File: src/rtl/dls_pkg.sv
package dls_pkg;

   typedef enum logic [2:0] {
      ST_IDLE,
      ST_ADDR,
      ST_AACK,
      ST_DATA,
      ST_DACK,
      ST_HOLD
   } dls_state_e;

   typedef struct packed {
      logic start;
      logic stop;
      logic rise;
      logic fall;
      logic sda;
   } dls_evt_t;

endpackage

File: src/rtl/dls_glitch_filter.sv
module dls_glitch_filter #(
   parameter int   SYNC_STAGES = 2,
   parameter int   FILT_CYCLES = 3,
   parameter logic IDLE_LEVEL  = 1'b1
) (
   input  logic clk,
   input  logic rst_n,
   input  logic line_i,
   output logic line_o
);

   localparam int SMSB = SYNC_STAGES - 1;

   if (SYNC_STAGES < 2) begin : g_bad_sync
      $error("dls_glitch_filter: SYNC_STAGES must be at least 2");
   end
   if (FILT_CYCLES < 0) begin : g_bad_filt
      $error("dls_glitch_filter: FILT_CYCLES must not be negative");
   end

   logic [SMSB:0] sync_q;

   always_ff @(posedge clk or negedge rst_n) begin
      if (!rst_n) sync_q <= {SYNC_STAGES{IDLE_LEVEL}};
      else        sync_q <= {sync_q[SMSB-1:0], line_i};
   end

   if (FILT_CYCLES == 0) begin : g_bypass
      always_ff @(posedge clk or negedge rst_n) begin
         if (!rst_n) line_o <= IDLE_LEVEL;
         else        line_o <= sync_q[SMSB];
      end
   end else begin : g_count
      localparam int CW = $clog2(FILT_CYCLES + 1);
      localparam logic [CW-1:0] CNT_LAST = CW'(FILT_CYCLES - 1);
      logic [CW-1:0] run_q;

      always_ff @(posedge clk or negedge rst_n) begin
         if (!rst_n) begin
            run_q  <= '0;
            line_o <= IDLE_LEVEL;
         end else if (sync_q[SMSB] == line_o) begin
            run_q <= '0;
         end else if (run_q == CNT_LAST) begin
            run_q  <= '0;
            line_o <= sync_q[SMSB];
         end else begin
            run_q <= run_q + 1'b1;
         end
      end

      // the filtered line only takes a value the synchronized input already had
      assert_filter_follow_R10: assert property (@(posedge clk) disable iff (!rst_n)
         (line_o != $past(line_o)) |-> ($past(sync_q[SMSB]) == line_o));
   end

endmodule

File: src/rtl/dls_bus_events.sv
module dls_bus_events
   import dls_pkg::*;
(
   input  logic     clk,
   input  logic     rst_n,
   input  logic     scl_f,
   input  logic     sda_f,
   output dls_evt_t evt
);

   logic scl_q, sda_q;

   always_ff @(posedge clk or negedge rst_n) begin
      if (!rst_n) begin
         scl_q <= 1'b1;
         sda_q <= 1'b1;
      end else begin
         scl_q <= scl_f;
         sda_q <= sda_f;
      end
   end

   always_comb begin
      evt.start = scl_f & scl_q & sda_q & ~sda_f;
      evt.stop  = scl_f & scl_q & ~sda_q & sda_f;
      evt.rise  = scl_f & ~scl_q;
      evt.fall  = ~scl_f & scl_q;
      evt.sda   = sda_f;
   end

endmodule

File: src/rtl/dls_frame_ctrl.sv
module dls_frame_ctrl
   import dls_pkg::*;
#(
   parameter int         DATA_W  = 8,
   parameter logic [4:0] ADDR_HI = 5'b01100
) (
   input  logic              clk,
   input  logic              rst_n,
   input  dls_evt_t          evt,
   input  logic              strap_a1,
   input  logic              strap_a2,
   output logic              pull_o,
   output logic              load_o,
   output logic              load_code_o,
   output logic              load_pd_o,
   output logic [DATA_W-1:0] load_val_o
);

   localparam int ABITS = 8;
   localparam int CMAX  = (DATA_W > ABITS) ? DATA_W : ABITS;
   localparam int CW    = $clog2(CMAX + 1);
   localparam logic [CW-1:0] A_END = CW'(ABITS);
   localparam logic [CW-1:0] D_END = CW'(DATA_W);

   if (DATA_W < 1) begin : g_bad_w
      $error("dls_frame_ctrl: DATA_W must be at least 1");
   end
   if (ADDR_HI == 5'b0) begin : g_bad_addr
      $error("dls_frame_ctrl: ADDR_HI must be nonzero so general call never matches");
   end

   dls_state_e        st_q;
   logic [CW-1:0]     cnt_q;
   logic [ABITS-1:0]  ash_q;
   logic [DATA_W-1:0] dsh_q;
   logic              rd_q;
   logic [6:0]        my_addr;

   assign my_addr = {ADDR_HI, strap_a1, strap_a2};

   always_ff @(posedge clk or negedge rst_n) begin
      if (!rst_n) begin
         st_q        <= ST_IDLE;
         cnt_q       <= '0;
         ash_q       <= '0;
         dsh_q       <= '0;
         rd_q        <= 1'b0;
         pull_o      <= 1'b0;
         load_o      <= 1'b0;
         load_code_o <= 1'b0;
         load_pd_o   <= 1'b0;
         load_val_o  <= '0;
      end else begin
         load_o <= 1'b0;
         if (evt.start) begin
            st_q   <= ST_ADDR;
            cnt_q  <= '0;
            pull_o <= 1'b0;
         end else if (evt.stop) begin
            st_q   <= ST_IDLE;
            cnt_q  <= '0;
            pull_o <= 1'b0;
         end else begin
            unique case (st_q)
               ST_ADDR: begin
                  if (evt.rise) begin
                     ash_q <= {ash_q[ABITS-2:0], evt.sda};
                     cnt_q <= cnt_q + 1'b1;
                  end else if (evt.fall && cnt_q == A_END) begin
                     if (ash_q[7:1] == my_addr) begin
                        st_q   <= ST_AACK;
                        pull_o <= 1'b1;
                        rd_q   <= ash_q[0];
                     end else begin
                        st_q <= ST_HOLD;
                     end
                  end
               end
               ST_AACK: begin
                  if (evt.fall) begin
                     pull_o <= 1'b0;
                     st_q   <= ST_DATA;
                     cnt_q  <= '0;
                  end
               end
               ST_DATA: begin
                  if (evt.rise) begin
                     if (DATA_W > 1) dsh_q <= {dsh_q[DATA_W-2+((DATA_W>1)?0:1):0], evt.sda};
                     else            dsh_q <= DATA_W'(evt.sda);
                     cnt_q <= cnt_q + 1'b1;
                  end else if (evt.fall && cnt_q == D_END) begin
                     st_q        <= ST_DACK;
                     pull_o      <= ~rd_q;
                     load_o      <= 1'b1;
                     load_code_o <= ~rd_q;
                     load_pd_o   <= rd_q;
                     load_val_o  <= dsh_q;
                  end
               end
               ST_DACK: begin
                  if (evt.fall) begin
                     pull_o <= 1'b0;
                     st_q   <= ST_HOLD;
                  end
               end
               default: ;
            endcase
         end
      end
   end

   // the pull-down is only ever active in an acknowledge slot
   assert_pull_in_ack_R6: assert property (@(posedge clk) disable iff (!rst_n)
      pull_o |-> (st_q == ST_AACK || st_q == ST_DACK));

   // in power-down (read) mode the data byte and its 9th clock are never driven
   assert_read_released_R6: assert property (@(posedge clk) disable iff (!rst_n)
      (rd_q && (st_q == ST_DATA || st_q == ST_DACK)) |-> !pull_o);

   // an address acknowledge only starts for the strapped address
   assert_ack_match_R3: assert property (@(posedge clk) disable iff (!rst_n)
      (st_q == ST_AACK && $rose(pull_o)) |-> (ash_q[7:1] == my_addr));

   // a START always brings the slave back to its address phase
   assert_start_to_addr_R9: assert property (@(posedge clk) disable iff (!rst_n)
      evt.start |=> (st_q == ST_ADDR && cnt_q == '0));

endmodule

File: src/rtl/dls_commit_reg.sv
module dls_commit_reg #(
   parameter int DATA_W = 8
) (
   input  logic              clk,
   input  logic              rst_n,
   input  logic              load_i,
   input  logic              load_code_i,
   input  logic              load_pd_i,
   input  logic [DATA_W-1:0] load_val_i,
   input  logic              stop_i,
   output logic [DATA_W-1:0] code_o,
   output logic              pd_o,
   output logic              pulse_o
);

   logic              pend_v_q;
   logic              pend_code_v_q;
   logic              pend_pd_q;
   logic [DATA_W-1:0] pend_val_q;

   always_ff @(posedge clk or negedge rst_n) begin
      if (!rst_n) begin
         pend_v_q      <= 1'b0;
         pend_code_v_q <= 1'b0;
         pend_pd_q     <= 1'b0;
         pend_val_q    <= '0;
         code_o        <= '0;
         pd_o          <= 1'b0;
         pulse_o       <= 1'b0;
      end else begin
         pulse_o <= 1'b0;
         if (load_i) begin
            pend_v_q      <= 1'b1;
            pend_code_v_q <= load_code_i;
            pend_pd_q     <= load_pd_i;
            pend_val_q    <= load_val_i;
         end else if (stop_i && pend_v_q) begin
            pend_v_q <= 1'b0;
            pd_o     <= pend_pd_q;
            pulse_o  <= 1'b1;
            if (pend_code_v_q) code_o <= pend_val_q;
         end
      end
   end

   // the code output never moves without a commit pulse
   assert_code_on_pulse_R4: assert property (@(posedge clk) disable iff (!rst_n)
      (code_o != $past(code_o)) |-> pulse_o);

   // the power-down flag never moves without a commit pulse
   assert_pd_on_pulse_R6: assert property (@(posedge clk) disable iff (!rst_n)
      (pd_o != $past(pd_o)) |-> pulse_o);

   // a commit only follows a STOP
   assert_commit_after_stop_R5: assert property (@(posedge clk) disable iff (!rst_n)
      pulse_o |-> $past(stop_i));

   // the commit pulse is a single cycle
   assert_pulse_single_R11: assert property (@(posedge clk) disable iff (!rst_n)
      pulse_o |=> !pulse_o);

endmodule

File: src/rtl/dac_link_slave.sv
module dac_link_slave
   import dls_pkg::*;
#(
   parameter int         DATA_W      = 8,
   parameter int         SYNC_STAGES = 2,
   parameter int         FILT_CYCLES = 3,
   parameter logic [4:0] ADDR_HI     = 5'b01100
) (
   input  logic              clk,
   input  logic              rst_n,
   input  logic              scl_i,
   input  logic              sda_i,
   input  logic              strap_a1,
   input  logic              strap_a2,
   output logic [DATA_W-1:0] dac_code,
   output logic              pwr_down,
   output logic              commit_pulse,
   output logic              sda_drive_low
);

   localparam int NLINES = 2;

   logic [NLINES-1:0] raw_lines;
   logic [NLINES-1:0] filt_lines;
   dls_evt_t          evt;
   logic              ld, ld_code, ld_pd;
   logic [DATA_W-1:0] ld_val;

   assign raw_lines = {sda_i, scl_i};

   for (genvar g = 0; g < NLINES; g++) begin : g_line
      dls_glitch_filter #(
         .SYNC_STAGES (SYNC_STAGES),
         .FILT_CYCLES (FILT_CYCLES),
         .IDLE_LEVEL  (1'b1)
      ) u_filt (
         .clk    (clk),
         .rst_n  (rst_n),
         .line_i (raw_lines[g]),
         .line_o (filt_lines[g])
      );
   end

   dls_bus_events u_evt (
      .clk   (clk),
      .rst_n (rst_n),
      .scl_f (filt_lines[0]),
      .sda_f (filt_lines[1]),
      .evt   (evt)
   );

   dls_frame_ctrl #(
      .DATA_W  (DATA_W),
      .ADDR_HI (ADDR_HI)
   ) u_ctrl (
      .clk         (clk),
      .rst_n       (rst_n),
      .evt         (evt),
      .strap_a1    (strap_a1),
      .strap_a2    (strap_a2),
      .pull_o      (sda_drive_low),
      .load_o      (ld),
      .load_code_o (ld_code),
      .load_pd_o   (ld_pd),
      .load_val_o  (ld_val)
   );

   dls_commit_reg #(
      .DATA_W (DATA_W)
   ) u_commit (
      .clk         (clk),
      .rst_n       (rst_n),
      .load_i      (ld),
      .load_code_i (ld_code),
      .load_pd_i   (ld_pd),
      .load_val_i  (ld_val),
      .stop_i      (evt.stop),
      .code_o      (dac_code),
      .pd_o        (pwr_down),
      .pulse_o     (commit_pulse)
   );

endmodule

File: config.mk
export PLATFORM = sky130hd
export DESIGN_NAME = dac_link_slave
export DESIGN_NICKNAME = d
export VERILOG_FILES = /design/src/rtl/dls_pkg.sv /design/src/rtl/dls_glitch_filter.sv /design/src/rtl/dls_bus_events.sv /design/src/rtl/dls_frame_ctrl.sv /design/src/rtl/dls_commit_reg.sv /design/src/rtl/dac_link_slave.sv
export SDC_FILE = /design/constraint.sdc
export NUM_CORES = 1
export LEC_CHECK = 0
export BUFFER_PORTS_ARGS = -buffer_cell sky130_fd_sc_hd__buf_2
export CAP_MARGIN = 10
export CORE_ASPECT_RATIO = 0.5
export CORE_MARGIN = 10
export CORE_UTILIZATION = 30
export CTS_CLUSTER_SIZE = 10
export DETAILED_ROUTE_END_ITERATION = 12
export GPL_TIMING_DRIVEN = 1
export HOLD_SLACK_MARGIN = 0.02
export REMOVE_ABC_BUFFERS = 1
export SLEW_MARGIN = 25
export SYNTH_ARGS = -nofsm -noshare
export SYNTH_HDL_FRONTEND = slang
export SYNTH_SLANG_ARGS = --single-unit
File: constraint.sdc
create_clock -name clk -period 3.55 [get_ports clk]
set_input_delay 0.71 -clock clk [delete_from_list [all_inputs] [get_ports clk]]
set_output_delay 0.71 -clock clk [all_outputs]
set_load 0.02 [all_outputs]
# Word-level counts from Yosys, hierarchy flattened
# Cells that the tools add are included.
# Widths: inputs -> output; s select.
# op_classes
n_bitwise,18
muxes,37
n_eq_ne,19
n_reduce_logical,19
add_sub_neg,3
# ops
cell,count
$mux 3,9
$ne 4x2->1 const B,5
$mux 1,17
$mux 4,4
$reduce_and 7->1,2
$pmux 3 s4,1
$not 1->1,11
$mux 2,4
$ne 4x1->1 const B,2
$ne 4x3->1 const B,2
$pmux 4 s2,1
$reduce_and 4->1,2
$and 1x1->1,7
$eq 7x6->1,1
$eq 3x2->1 const B,2
$reduce_and 2->1,3
$reduce_and 3->1,2
$reduce_and 6->1,1
$reduce_bool 6->1,1
$reduce_and 5->1,1
$reduce_bool 5->1,1
$add 2x1->2 const B,2
$add 4x1->4 const B,1
$eq 2x2->1 const B,2
other kinds (9),12
# totals
input_bits,6
ff_bits,69
wordCells,121

# Depth between registers and ports, before layout
# depth
depth_word,8
ltp_mapped,7
ltp_nobuf,6

# Hierarchy
# A second synthesis with hierarchy kept.
# unflattened
cells_unflattened,201
area_unflattened_um2,2894.0
# modules_own_cells
mod,seq_area_each_um2,area_per_inst_um2,cells_per_inst,instances
dls_frame_ctrl,900.9,1650.3,128,1
dls_commit_reg,525.5,790.8,46,1
dls_glitch_filter,128.9,178.9,10,2
dls_bus_events,52.6,95.1,7,1

# Least setup slack after synthesis
# Ideal clock, no wire load.
# synth_timing
path_kind,input port to flip-flop
from,in strap_a1
to,reg u_ctrl.st_q[0]
arrival_ns,1.661
cell_stages,5
slack_ns,1.753
cell_sequence,xor2_1 > nor4_2 > nor2b_1 > o31ai_1 > a31oi_1
# synth_via
elab_chain_cells,7
# synth_rtl
element,line_no,source
"start, declared",dac_link_slave.sv:13,"input logic strap_a1,"
$eq 7x6->1,dls_frame_ctrl.sv:70,if (ash_q[7:1] == my_addr) begin
$mux 3,dls_frame_ctrl.sv:70,
$mux 3,dls_frame_ctrl.sv:69,end else if (evt.fall && cnt_q == A_END) begin
$mux 3,dls_frame_ctrl.sv:66,if (evt.rise) begin
$pmux 3 s4,dls_frame_ctrl.sv:64,unique case (st_q)
$mux 3,dls_frame_ctrl.sv:59,end else if (evt.stop) begin
$mux 3,dls_frame_ctrl.sv:55,if (evt.start) begin
"end signal, assigned",dls_frame_ctrl.sv:56,st_q <= ST_ADDR;
"end signal, assigned",dls_frame_ctrl.sv:60,st_q <= ST_IDLE;
"end signal, assigned",dls_frame_ctrl.sv:71,st_q <= ST_AACK;
"end, declared",dls_frame_ctrl.sv:32,dls_state_e st_q;
# No other way between the ends. The select of a mux whose other input is x is not followed.
# A chain may end at the register's enable or synchronous reset.

# Worst setup path in the final report
# layout_timing
from,reg g_line[1].u_filt.line_o
to,reg u_ctrl.load_val_o[1]
# layout_via
elab_chain_cells,4
# layout_rtl
element,line_no,source
"start, declared",dls_glitch_filter.sv:9,output logic line_o
"start signal, assigned",dls_glitch_filter.sv:46,line_o <= sync_q[SMSB];
$not 1->1,dls_bus_events.sv:24,evt.start = scl_f & scl_q & sda_q & ~sda_f;
$and 1x1->1,dls_bus_events.sv:24,
$not 1->1 (no line),-,
$reduce_and 5->1 (no line) (*),-,
"end signal, assigned",dls_frame_ctrl.sv:97,load_val_o <= dsh_q;
"end, declared",dls_frame_ctrl.sv:16,output logic [DATA_W-1:0] load_val_o
# Every way passes the cells marked *; elsewhere a longest branch is shown, timed or not.

==> metrics <==
status finished, final reports clean; CTS Sinks 69; critical path peak fanout 12; Max VDD drop 0.0002518 V; commonest non-fill, non-tap cell in the layout dfrtp_1; synth top area cells dfrtp_1 (52%), mux2_2 (14%), dfstp_2 (7.1%), mux2_4 (3.6%), nor2b_1 (1.3%); Fin Clk Skew 7.506 ps; via/cell ratio 4.521; WL final 5.035 mm; row count 25; average cell area after synthesis 14.58 µm²; Internal 0.001872 W; CTS H-tree lvls 3; RSZ-0062 raised after global routing false; Post-CTS Repair Setup Buffers 0; GPL Wtd Cong 0.8091; DP Worst Slack 1409 ps; layout cell share with drive strength beyond 1 42.11%; worst r2r path cells 4; leak pwr 1.631 nW; CTS tree built; Post-Syn Instances 203; sequential area share after synthesis 58.69%; die area 14,480 µm²; Total Neg Setup Slack 0 ps; nets 232; Least-Margin Pin Slew 671.2 ps; antenna violations before repair 0; Most used DFF post-synth dfrtp_1; Netlist Area Pre-Place 2959 µm²; die width 160.5 µm; CP Data Required Time 3770 ps; Post-synth EDFFs 0; Clk pwr share 29.9%; vias in the first global route 1,751; R2R Path Start g_line[1].u_filt.line_o; crit path kind reg2reg; FMAX 471.9 MHz; reg-to-reg setup timing slack 1430 ps; clk_lat worst skew 330 ps; max_cap viols 0; yosys warns 0; min cycle time layout 2119 ps; Initial Util 31.02%; Placed Cells incl. Taps 348; Hold Violations, Final 0; drt drc 0; FF+latch count, synth 69; max_slew headroom 55.11%; clock buffer depth 2; Tot GR Track Use 7.757%; switching part of the total power 31.12%; Final period util 59.69%; Core ar. 9540 µm²; max incr delay on CP 620 ps; Area Growth Syn to Fin 16.07%; Hold Startpoint g_line[0].u_filt.sync_q[0]; wire per inst 13.87 µm; Crit path buffers/inverters 0; first-pass GRT wire length 8.825 mm; crit-path leading delay family flip-flops; Hold WS 354.1 ps; Hold Path Class reg2reg; Crit. End Element flip-flop; ant diodes 0; Die Y 90.23 µm; Finished Layout Cells 363; Comb pwr share 24.8%; root buf cell clkbuf_16; hold path cells 0; Synth area leader dfrtp_1; area share of the leading cell type in the synthesized netlist 51.59%; CTS clk-pin slew, worst paths 50 ps; Seq pwr share 45.3%; HPWL Detailed 3.428 mm; Critical-path top delay cell dfstp_2; Post-Place Cell Area 3156 µm²; Starting DRT DRC Count 155; reg2reg end u_ctrl.load_val_o[1]; Port Buf Inserts 16; PnR worst setup slack 1431 ps; NetSw 0.0008457 W; crit path launch g_line[1].u_filt.line_o; vias 1,641; CTS Hold Buffers Added 0; IO Pins 17; ys async rst share 100.0%; total CTS buffers 9; critical path, cell by cell xor2_2 > a31o_4 > nor3_4 > mux2_2; CP Launch Type flip-flop; post_cts resized 0; largest net degree at the start of global routing 50; Max Slew Vio Count 0; post-route ant nets 0; # setup viols final 0; Pwr Density 791.2 nW/µm²; DR pass1 iterations 4; grt ovf 0; design area 3435 µm²; most frequent cells in the layout dfrtp_1 (61), mux2_2 (36), buf_2 (15); Netlist cell types 50; crit path DAT 2330 ps; Min-Delay Endpoint g_line[0].u_filt.sync_q[1]
-- per-layer routing --
metal / global-route usage [%] / routed length, µm
met1: 8.580 / 2177
met2: 12.07 / 2454
met3: 3.731 / 270
met4: 4.331 / 133
met5: 0 / 0
-- layout make-up --
| cell class | count | area (µm²) |
|---|---|---|
| clock buffer | 11 | 252.7 |
| clock inverter | 4 | 23.77 |
| fill | 929 | 6106 |
| inverter | 6 | 22.52 |
| multi-input combinational | 120 | 1132 |
| sequential | 69 | 1737 |
| tap | 135 | 168.9 |
| timing repair buffer | 18 | 97.59 |
-- synthesized netlist by cell type (2+ instances only) --
master / n
xnor2_1: 2
nor3b_1: 3
a31oi_1: 2
nor2b_1: 6
xor2_1: 3
nand2_1: 7
o31ai_1: 3
inv_1: 6
o21ai_0: 4
nor3_1: 3
mux2_4: 7
mux2_2: 36
dfstp_2: 8
a21oi_1: 4
nor2_1: 5
and2_1: 2
mux2_1: 3
buf_4: 3
nand3_1: 2
ha_1: 2
mux2i_1: 2
buf_6: 2
dfrtp_1: 61
-- worst max-delay path by stage --
stage	end	slack (ps)	cells after the start
after detailed placement	u_ctrl.load_val_o[1]	1410	4
after global routing	u_ctrl.load_val_o[1]	1310	4
after floorplan	u_ctrl.load_val_o[0]	1610	4
after global placement	u_ctrl.rd_q	1440	5
final	u_ctrl.load_val_o[1]	1430	4
after CTS	u_ctrl.load_val_o[1]	1400	4
-- registers in the layout (all words and copies together), names as in the netlist, 2 cells and up --
| register | cells |
|---|---|
| u_commit.code_o | 8 |
| u_ctrl.st_q | 3 |
| g_line.u_filt.line_o | 2 |
| u_ctrl.cnt_q | 4 |
| u_ctrl.load_val_o | 8 |
| u_ctrl.ash_q | 8 |
| g_line.u_filt.sync_q | 4 |
| g_line.u_filt.g_count.run_q | 4 |
| u_ctrl.dsh_q | 8 |
| u_commit.pend_val_q | 8 |
-- power by group through the flow --
stage | Sequential, W | Combinational, W | Clock [W]
final | 0.00123 | 0.000674 | 0.000811
after global routing | 0.00127 | 0.000751 | 0.000885
after CTS | 0.00123 | 0.000678 | 0.000843
after detailed placement | 0.00124 | 0.000676 | 0
after global placement | 0.00123 | 0.000645 | 0
after floorplan | 0.00119 | 0.000550 | 0
-- per-stage QoR --
step,utilization (%),total power (W)
global route,36.00,0.002907
finish,36.00,0.002717
CTS,35.97,0.002753
floorplan,-,0.001740
global placement,33.08,0.001873
detailed placement,33.08,0.001919
-- kinds of logic after synthesis --
logic type | after synthesis | synth area share, %
mux | 48 | 19.07
simple gates | 42 | 10.44
fa+ha+maj | 2 | 0.8455
buf+inv | 14 | 3.044
flops | 69 | 58.69
compound gates | 22 | 5.878
xor+xnor | 6 | 2.030
-- worst register-to-register path: stages, from the launching register on --
cell     delay [ps]
dfstp_2         620
xor2_2          110
a31o_4          290
nor3_4          570
mux2_2          410
No activity file was read; power rests on OpenSTA's default activity.
